File: src/rtl/rvdec_pkg.sv
package rvdec_pkg;
    localparam int ILEN    = 32;
    localparam int REG_W   = 5;
    localparam int F3_W    = 3;
    localparam int MAJ_W   = 5;
    localparam int CLS_W   = 4;
    localparam int N_FMT   = 7;

    typedef enum logic [CLS_W-1:0] {
        CLS_LUI    = 4'd0,
        CLS_AUIPC  = 4'd1,
        CLS_JAL    = 4'd2,
        CLS_JALR   = 4'd3,
        CLS_BRANCH = 4'd4,
        CLS_LOAD   = 4'd5,
        CLS_STORE  = 4'd6,
        CLS_OPIMM  = 4'd7,
        CLS_OP     = 4'd8,
        CLS_FENCE  = 4'd9,
        CLS_SYSTEM = 4'd10,
        CLS_NONE   = 4'd15
    } op_class_e;

    typedef enum logic [2:0] {
        FMT_NONE = 3'd0,
        FMT_I    = 3'd1,
        FMT_S    = 3'd2,
        FMT_B    = 3'd3,
        FMT_U    = 3'd4,
        FMT_J    = 3'd5,
        FMT_R    = 3'd6
    } imm_fmt_e;

    typedef struct packed {
        logic [REG_W-1:0] rd;
        logic [REG_W-1:0] rs1;
        logic [REG_W-1:0] rs2;
        logic [F3_W-1:0]  funct3;
        logic             alt;
    } inst_fields_t;

    function automatic imm_fmt_e fmt_of(input op_class_e c);
        case (c)
            CLS_LUI, CLS_AUIPC:                           return FMT_U;
            CLS_JAL:                                      return FMT_J;
            CLS_JALR, CLS_LOAD, CLS_OPIMM,
            CLS_FENCE, CLS_SYSTEM:                        return FMT_I;
            CLS_BRANCH:                                   return FMT_B;
            CLS_STORE:                                    return FMT_S;
            CLS_OP:                                       return FMT_R;
            default:                                      return FMT_NONE;
        endcase
    endfunction

    function automatic logic [ILEN-1:0] build_imm(input imm_fmt_e f,
                                                  input logic [ILEN-1:0] w);
        logic [ILEN-1:0] s;
        s = {ILEN{w[ILEN-1]}};
        case (f)
            FMT_I: return {s[ILEN-1:12], w[31:20]};
            FMT_S: return {s[ILEN-1:12], w[31:25], w[11:7]};
            FMT_B: return {s[ILEN-1:13], w[31], w[7], w[30:25], w[11:8], 1'b0};
            FMT_U: return {w[31:12], 12'b0};
            FMT_J: return {s[ILEN-1:21], w[31], w[19:12], w[20], w[30:21], 1'b0};
            default: return '0;
        endcase
    endfunction
endpackage

File: src/rtl/rvdec_fields.sv
module rvdec_fields
    import rvdec_pkg::*;
(
    input  logic [ILEN-1:0] inst_i,
    output inst_fields_t    fields_o
);
    always_comb begin
        fields_o.rd     = inst_i[11:7];
        fields_o.rs1    = inst_i[19:15];
        fields_o.rs2    = inst_i[24:20];
        fields_o.funct3 = inst_i[14:12];
        fields_o.alt    = inst_i[30];
    end
endmodule

File: src/rtl/rvdec_class.sv
module rvdec_class
    import rvdec_pkg::*;
(
    input  logic [ILEN-1:0] inst_i,
    output op_class_e       class_o,
    output imm_fmt_e        fmt_o,
    output logic            illegal_o
);
    logic      wide_ok;
    op_class_e major_cls;

    always_comb begin
        wide_ok = (inst_i[1:0] == 2'b11);
        case (inst_i[6:2])
            5'b01101: major_cls = CLS_LUI;
            5'b00101: major_cls = CLS_AUIPC;
            5'b11011: major_cls = CLS_JAL;
            5'b11001: major_cls = CLS_JALR;
            5'b11000: major_cls = CLS_BRANCH;
            5'b00000: major_cls = CLS_LOAD;
            5'b01000: major_cls = CLS_STORE;
            5'b00100: major_cls = CLS_OPIMM;
            5'b01100: major_cls = CLS_OP;
            5'b00011: major_cls = CLS_FENCE;
            5'b11100: major_cls = CLS_SYSTEM;
            default:  major_cls = CLS_NONE;
        endcase
        class_o   = wide_ok ? major_cls : CLS_NONE;
        illegal_o = (class_o == CLS_NONE);
        fmt_o     = fmt_of(class_o);
    end

    always_comb begin
        if (inst_i[1:0] != 2'b11)
            assert_short_enc_R1: assert (illegal_o && fmt_o == FMT_NONE)
                else $error("short encoding not flagged");
        if (!illegal_o)
            assert_legal_has_fmt_R2: assert (fmt_o != FMT_NONE)
                else $error("legal class without format");
    end
endmodule

File: src/rtl/rvdec_immgen.sv
module rvdec_immgen
    import rvdec_pkg::*;
(
    input  logic [ILEN-1:0] inst_i,
    input  imm_fmt_e        fmt_i,
    output logic [ILEN-1:0] imm_o
);
    logic [ILEN-1:0] cand [N_FMT];

    for (genvar g = 0; g < N_FMT; g++) begin : g_fmt
        assign cand[g] = build_imm(imm_fmt_e'(g), inst_i);
    end

    always_comb begin
        imm_o = '0;
        for (int k = 0; k < N_FMT; k++)
            if (fmt_i == imm_fmt_e'(k)) imm_o = cand[k];
    end

    always_comb begin
        if (fmt_i == FMT_I || fmt_i == FMT_S || fmt_i == FMT_B || fmt_i == FMT_J)
            assert_sign_bit_R5: assert (imm_o[ILEN-1] == inst_i[31] && imm_o[11] == (fmt_i == FMT_B ? inst_i[7] : (fmt_i == FMT_J ? inst_i[20] : inst_i[31])))
                else $error("immediate sign handling wrong");
        if (fmt_i == FMT_B || fmt_i == FMT_J)
            assert_even_offset_R7: assert (imm_o[0] == 1'b0)
                else $error("branch/jump offset odd");
        if (fmt_i == FMT_U)
            assert_upper_low_zero_R8: assert (imm_o[11:0] == 12'b0)
                else $error("upper immediate low bits set");
    end
endmodule

File: src/rtl/rv32i_inst_decoder.sv
module rv32i_inst_decoder
    import rvdec_pkg::*;
(
    input  logic [31:0] inst_i,
    output logic [3:0]  class_o,
    output logic [2:0]  funct3_o,
    output logic        alt_o,
    output logic [4:0]  rs1_o,
    output logic [4:0]  rs2_o,
    output logic [4:0]  rd_o,
    output logic [31:0] imm_o,
    output logic        illegal_o
);
    inst_fields_t fld;
    op_class_e    cls;
    imm_fmt_e     fmt;
    logic         bad;
    logic [ILEN-1:0] imm;

    rvdec_fields u_fields (
        .inst_i   (inst_i),
        .fields_o (fld)
    );

    rvdec_class u_class (
        .inst_i    (inst_i),
        .class_o   (cls),
        .fmt_o     (fmt),
        .illegal_o (bad)
    );

    rvdec_immgen u_imm (
        .inst_i (inst_i),
        .fmt_i  (fmt),
        .imm_o  (imm)
    );

    assign class_o   = cls;
    assign funct3_o  = fld.funct3;
    assign alt_o     = fld.alt;
    assign rs1_o     = fld.rs1;
    assign rs2_o     = fld.rs2;
    assign rd_o      = fld.rd;
    assign imm_o     = imm;
    assign illegal_o = bad;

    always_comb begin
        if (illegal_o || class_o == 4'd8)
            assert_zero_imm_R10: assert (imm_o == 32'd0)
                else $error("immediate not cleared");
    end
endmodule

File: config.mk
export PLATFORM = sky130hd
export DESIGN_NAME = rv32i_inst_decoder
export DESIGN_NICKNAME = d
export VERILOG_FILES = /design/src/rtl/rvdec_pkg.sv /design/src/rtl/rvdec_fields.sv /design/src/rtl/rvdec_class.sv /design/src/rtl/rvdec_immgen.sv /design/src/rtl/rv32i_inst_decoder.sv
export SDC_FILE = /design/constraint.sdc
export NUM_CORES = 1
export LEC_CHECK = 0
export ABC_CLOCK_PERIOD_IN_PS = 2300
export BUFFER_PORTS_ARGS = -buffer_cell sky130_fd_sc_hd__buf_4
export CAP_MARGIN = 5
export CORE_MARGIN = 1.5
export CORE_UTILIZATION = 36
export DETAILED_ROUTE_END_ITERATION = 6
export PLACE_DENSITY = 0.81
export SLEW_MARGIN = 10
export SYNTH_ARGS = -nofsm -noshare
export SYNTH_HDL_FRONTEND = slang
export SYNTH_SLANG_ARGS = --single-unit
File: constraint.sdc
create_clock -name vclk -period 2.3
set_clock_uncertainty 0.1 [all_clocks]
set_input_delay 0.23 -clock vclk [all_inputs]
set_output_delay 0.23 -clock vclk [all_outputs]
set_load 0.05 [all_outputs]
==> impl_results.md, run 1 <==
- Last step reached: global routing
- Critical endpoint after global-route timing repair: imm_o[20]
- # IOs: 88
- Yosys cell types: 42
- Buffers on Ports: 88
- Syn nets: 165
- Hold_buf cts: 0
- RD Place Congestion: 0.855
- Die X: 54.6 µm
- Syn Area/Cell: 7.62 µm²
- Mapped cell area: 960 µm²
- Syn Inst Count: 126
- Dpl ws: -689 ps
- Starting density of the core: 38.4%
- Worst endpoint type: output port
- Die Ht: 54.6 µm
- Top cells by count, synth: buf_4 (19), o21a_1 (11), a21o_1 (9)
- Most area-consuming cells after synthesis: buf_4 (15%), ha_1 (9.1%), o21a_1 (8.6%)
- Status: did not finish
- Post-DP HPWL: 3010 µm
- Synth top area share: 14.9%
- Yosys warnings: 0
- Largest area contributor in the netlist: buf_4
- Sequential area share after synthesis: 0%
- FP Rows: 18
- First Err: [ERROR DPL-0038] Utilization greater than 100%, impossible to legalize
- Largest net degree at the start of global routing: 12
- DP Cell Count: 252
- Placed Area: 1960 µm²
- Count leader, synth: buf_4
-- cell families after synthesis --
logic type | Yosys count | synth area share [%]
AO/OA/AOI/OAI | 46 | 38.5
XOR/XNOR | 1 | 0.913
adder cells (fa/ha/maj) | 7 | 9.13
buffers and inverters | 34 | 23.9
multiplexers | 3 | 4.04
AND/OR/NAND/NOR | 35 | 23.6
-- metrics by stage --
stage               hold WS (ps)  setup TNS (ps)  utilization, %
global placement             626          -17590            78.5
CTS                          628          -13740            94.3
detailed placement           626          -20310            78.5
floorplan                    527          -10290               -
-- what timing repair did --
| item | CTS |
|---|---|
| buffers inserted | 7 |
| gates resized for setup | 78 |
| pin swaps | 18 |
| setup endpoints to repair | 33 |
==> run 2, diff against run 1 <==
- ABC_CLOCK_PERIOD_IN_PS: 2300 -> 3000
- CORE_UTILIZATION: 36 -> 23
- PLACE_DENSITY: 0.81 -> default
- PLACE_DENSITY_LB_ADDON: default -> 0.15
- clock period: 2.3 -> 3 ns (I/O delays scaled with it)
==> run 2 against run 1 <==
Against the previous run: the flow now finishes without violations; area after synthesis unchanged; synthesized cell count is the same.
==> impl_results.md, run 2 <==
- Status: completed
- First-pass GRT wire length: 4580 µm
- DP Cell Count: 264 (+4.8%)
- Top cells by count, synth: buf_4 (19), o21a_1 (11), a21o_1 (9)
- Hold Vio Cnt, Final: 0
- Share of cells above drive strength 1: 76.0%
- Most frequent cells in the layout: buf_4 (84), buf_6 (19), buf_8 (11)
- FMAX: 0.341 GHz
- Slowest library cell on the worst path: ha_2
- First-pass DRT Iterations: 4
- GRT overflow: 0
- # IOs: 88 (unchanged)
- Syn Area/Cell: 7.62 µm² (unchanged)
- CP Launch Type: primary input
- Delay-heaviest family, CP: compound AO/OA/AOI/OAI gates
- Hold_buf cts: 0 (unchanged)
- Buffers and inverters on the worst path: 5
- Fin crit period: 2930 ps
- Worst-path cell chain: buf_8 > clkinvlp_4 > ha_4 > nor2_1 > a21oi_1 > o22ai_2 > nand2_2 > ha_2 > buf_6 > nand2b_4 > a221oi_4 > o21ai_4 > clkbuf_16 > o21a_4 > buf_8
- Diodes inserted: 0
- Slew at the pin closest to its max-slew limit: 365 ps
- Core area: 4000 µm²
- Min-delay src: inst_i[18]
- Total number of vias: 1227
- Setup TNS: 0 ps
- Area Growth Syn to Fin: 118%
- Sequential area share after synthesis: 0% (unchanged)
- DRT iter0 DRCs: 14
- FF+latch count: 0
- Vias in the first global route: 1109
- Worst slew margin: 75.4%
- Crit path arrival time: 2530 ps
- Buffers on Ports: 88 (unchanged)
- Final WL: 3520 µm
- Most area-consuming cells after synthesis: buf_4 (15%), ha_1 (9.1%), o21a_1 (8.6%)
- Max-cap violations: 0
- GR peak layer: met2
- Yosys warnings: 0 (unchanged)
- Count leader, synth: buf_4
- Power Density: 153 nW/µm²
- Post-Layout Cell Count: 267
- FP Rows: 23 (+5)
- Register area: 0 µm²
- Nets: 258
- Via/cell ratio: 4.60
- Largest area contributor in the netlist: buf_4
- Unrepaired setup endpoints after global routing: yes
- CP max FO: 5
- Post-DP HPWL: 2710 µm (-9.9%)
- Fin Hold WS: 764 ps
- GRT Total Usage: 12.2%
- Most prevalent standard cell on the critical path: buf_8
- M1 GR Usage: 14.3%
- Leak: 1.02 nW
- Number of remaining DRC errors: 0
- Setup Crit Path Kind: in -> out
- Finished Core Util: 52.3%
- # clk buffers: 0
- Antenna-violating nets left: 0
- Final worst slack: 70.3 ps
- Worst setup path endpoint: imm_o[26]
- Met2 Use GR: 25.0%
- Yosys cell types: 42 (unchanged)
- Starting density of the core: 24.0% (-14 points)
- Met3 usage: 0.833%
- Largest net degree at the start of global routing: 12
- RD Place Congestion: 0.794 (-7.2%)
- WP data required: 2600 ps
- Die X: 67.6 µm (+24%)
- Max VDD drop: 0.0000608 V
- Syn nets: 165 (unchanged)
- Die footprint: 4570 µm²
- Syn Inst Count: 126 (unchanged)
- Fin. max-slew vios: 0
- CP startpoint: inst_i[3]
- Commonest non-fill, non-tap cell in the layout: buf_4
- Cell depth of the worst setup path: 15
- HP Class: in -> out
- Crit. End Element: output pin
- Synth top area share: 14.9% (unchanged)
- Die Ht: 67.6 µm (+24%)
- Filler instances: 367
- CP max stage delay: 360 ps
- Final Setup Violations: 0
- Final Cycle Share: 97.7%
- Mapped cell area: 960 µm² (unchanged)
- Routed wire per std cell: 13.2 µm
- Dpl ws: -138 ps (+550 ps)
- Initial antenna violation count: 0
==> run 2: cell counts after synthesis <==
Identical to the previous run, type by type.
==> run 2: metrics by stage <==
stage               instance area [µm²]  power, mW
floorplan                          1000      0.192
global placement                   1730      0.280
detailed placement                 1730      0.283
CTS                                1760      0.287
global route                       2090      0.336
finish                             2090      0.320
==> run 2: logic make-up (layout without fill, tap and decap cells) <==
logic type / count (synthesis) / in the layout / synth area share, %
AOI/OAI and AO/OA: 46 / 46 / 38.5
xor gates and xnor gates: 1 / 1 / 0.913
adders and majority gates: 7 / 7 / 9.13
buffers and inverters: 34 / 125 / 23.9
muxes: 3 / 3 / 4.04
and+or+nand+nor: 35 / 35 / 23.6
==> run 2: final cells by class <==
cell class                 instances  area (µm²)  area share (%)
inverter                           9        50.0            2.39
multi-input combinational         92         926            44.2
tap                               50        62.6            2.99
timing repair buffer             116        1050            50.4
==> run 2: worst min-delay path by stage <==
stage / end / slack (ps) / depth (start not counted)
3_5_place_dp: rs1_o[0] / 770 / 2
5_1_grt: rd_o[1] / 770 / 2
2_1_floorplan: alt_o / 670 / 1
6_report: rs1_o[3] / 760 / 2
4_1_cts: rs1_o[3] / 770 / 2
3_3_place_gp: rs1_o[0] / 770 / 2
==> run 2: routing by layer <==
metal  part of all wire, %  wire length [µm]
met5                     0                 0
met4                     0                 0
met3                   7.4               259
met2                    54              1890
met1                    39              1370
==> run 2: where the power goes <==
part / internal, mW / total [mW] / switching (mW)
logic: 0.132 / 0.320 / 0.188
registers: 0 / 0 / 0
clock network: 0 / 0 / 0
==> run 2: timing repair <==
| action | in CTS | in global routing |
|---|---|---|
| resized for setup | 6 | 73 |
| buffers inserted | 2 | 1 |
| gates cloned | 0 | 1 |
| setup endpoints to repair | 28 | 32 |
| endpoints found under the hold margin | 0 | 0 |
| pin swaps | 1 | 13 |
Power figures use the tool's default switching activity.
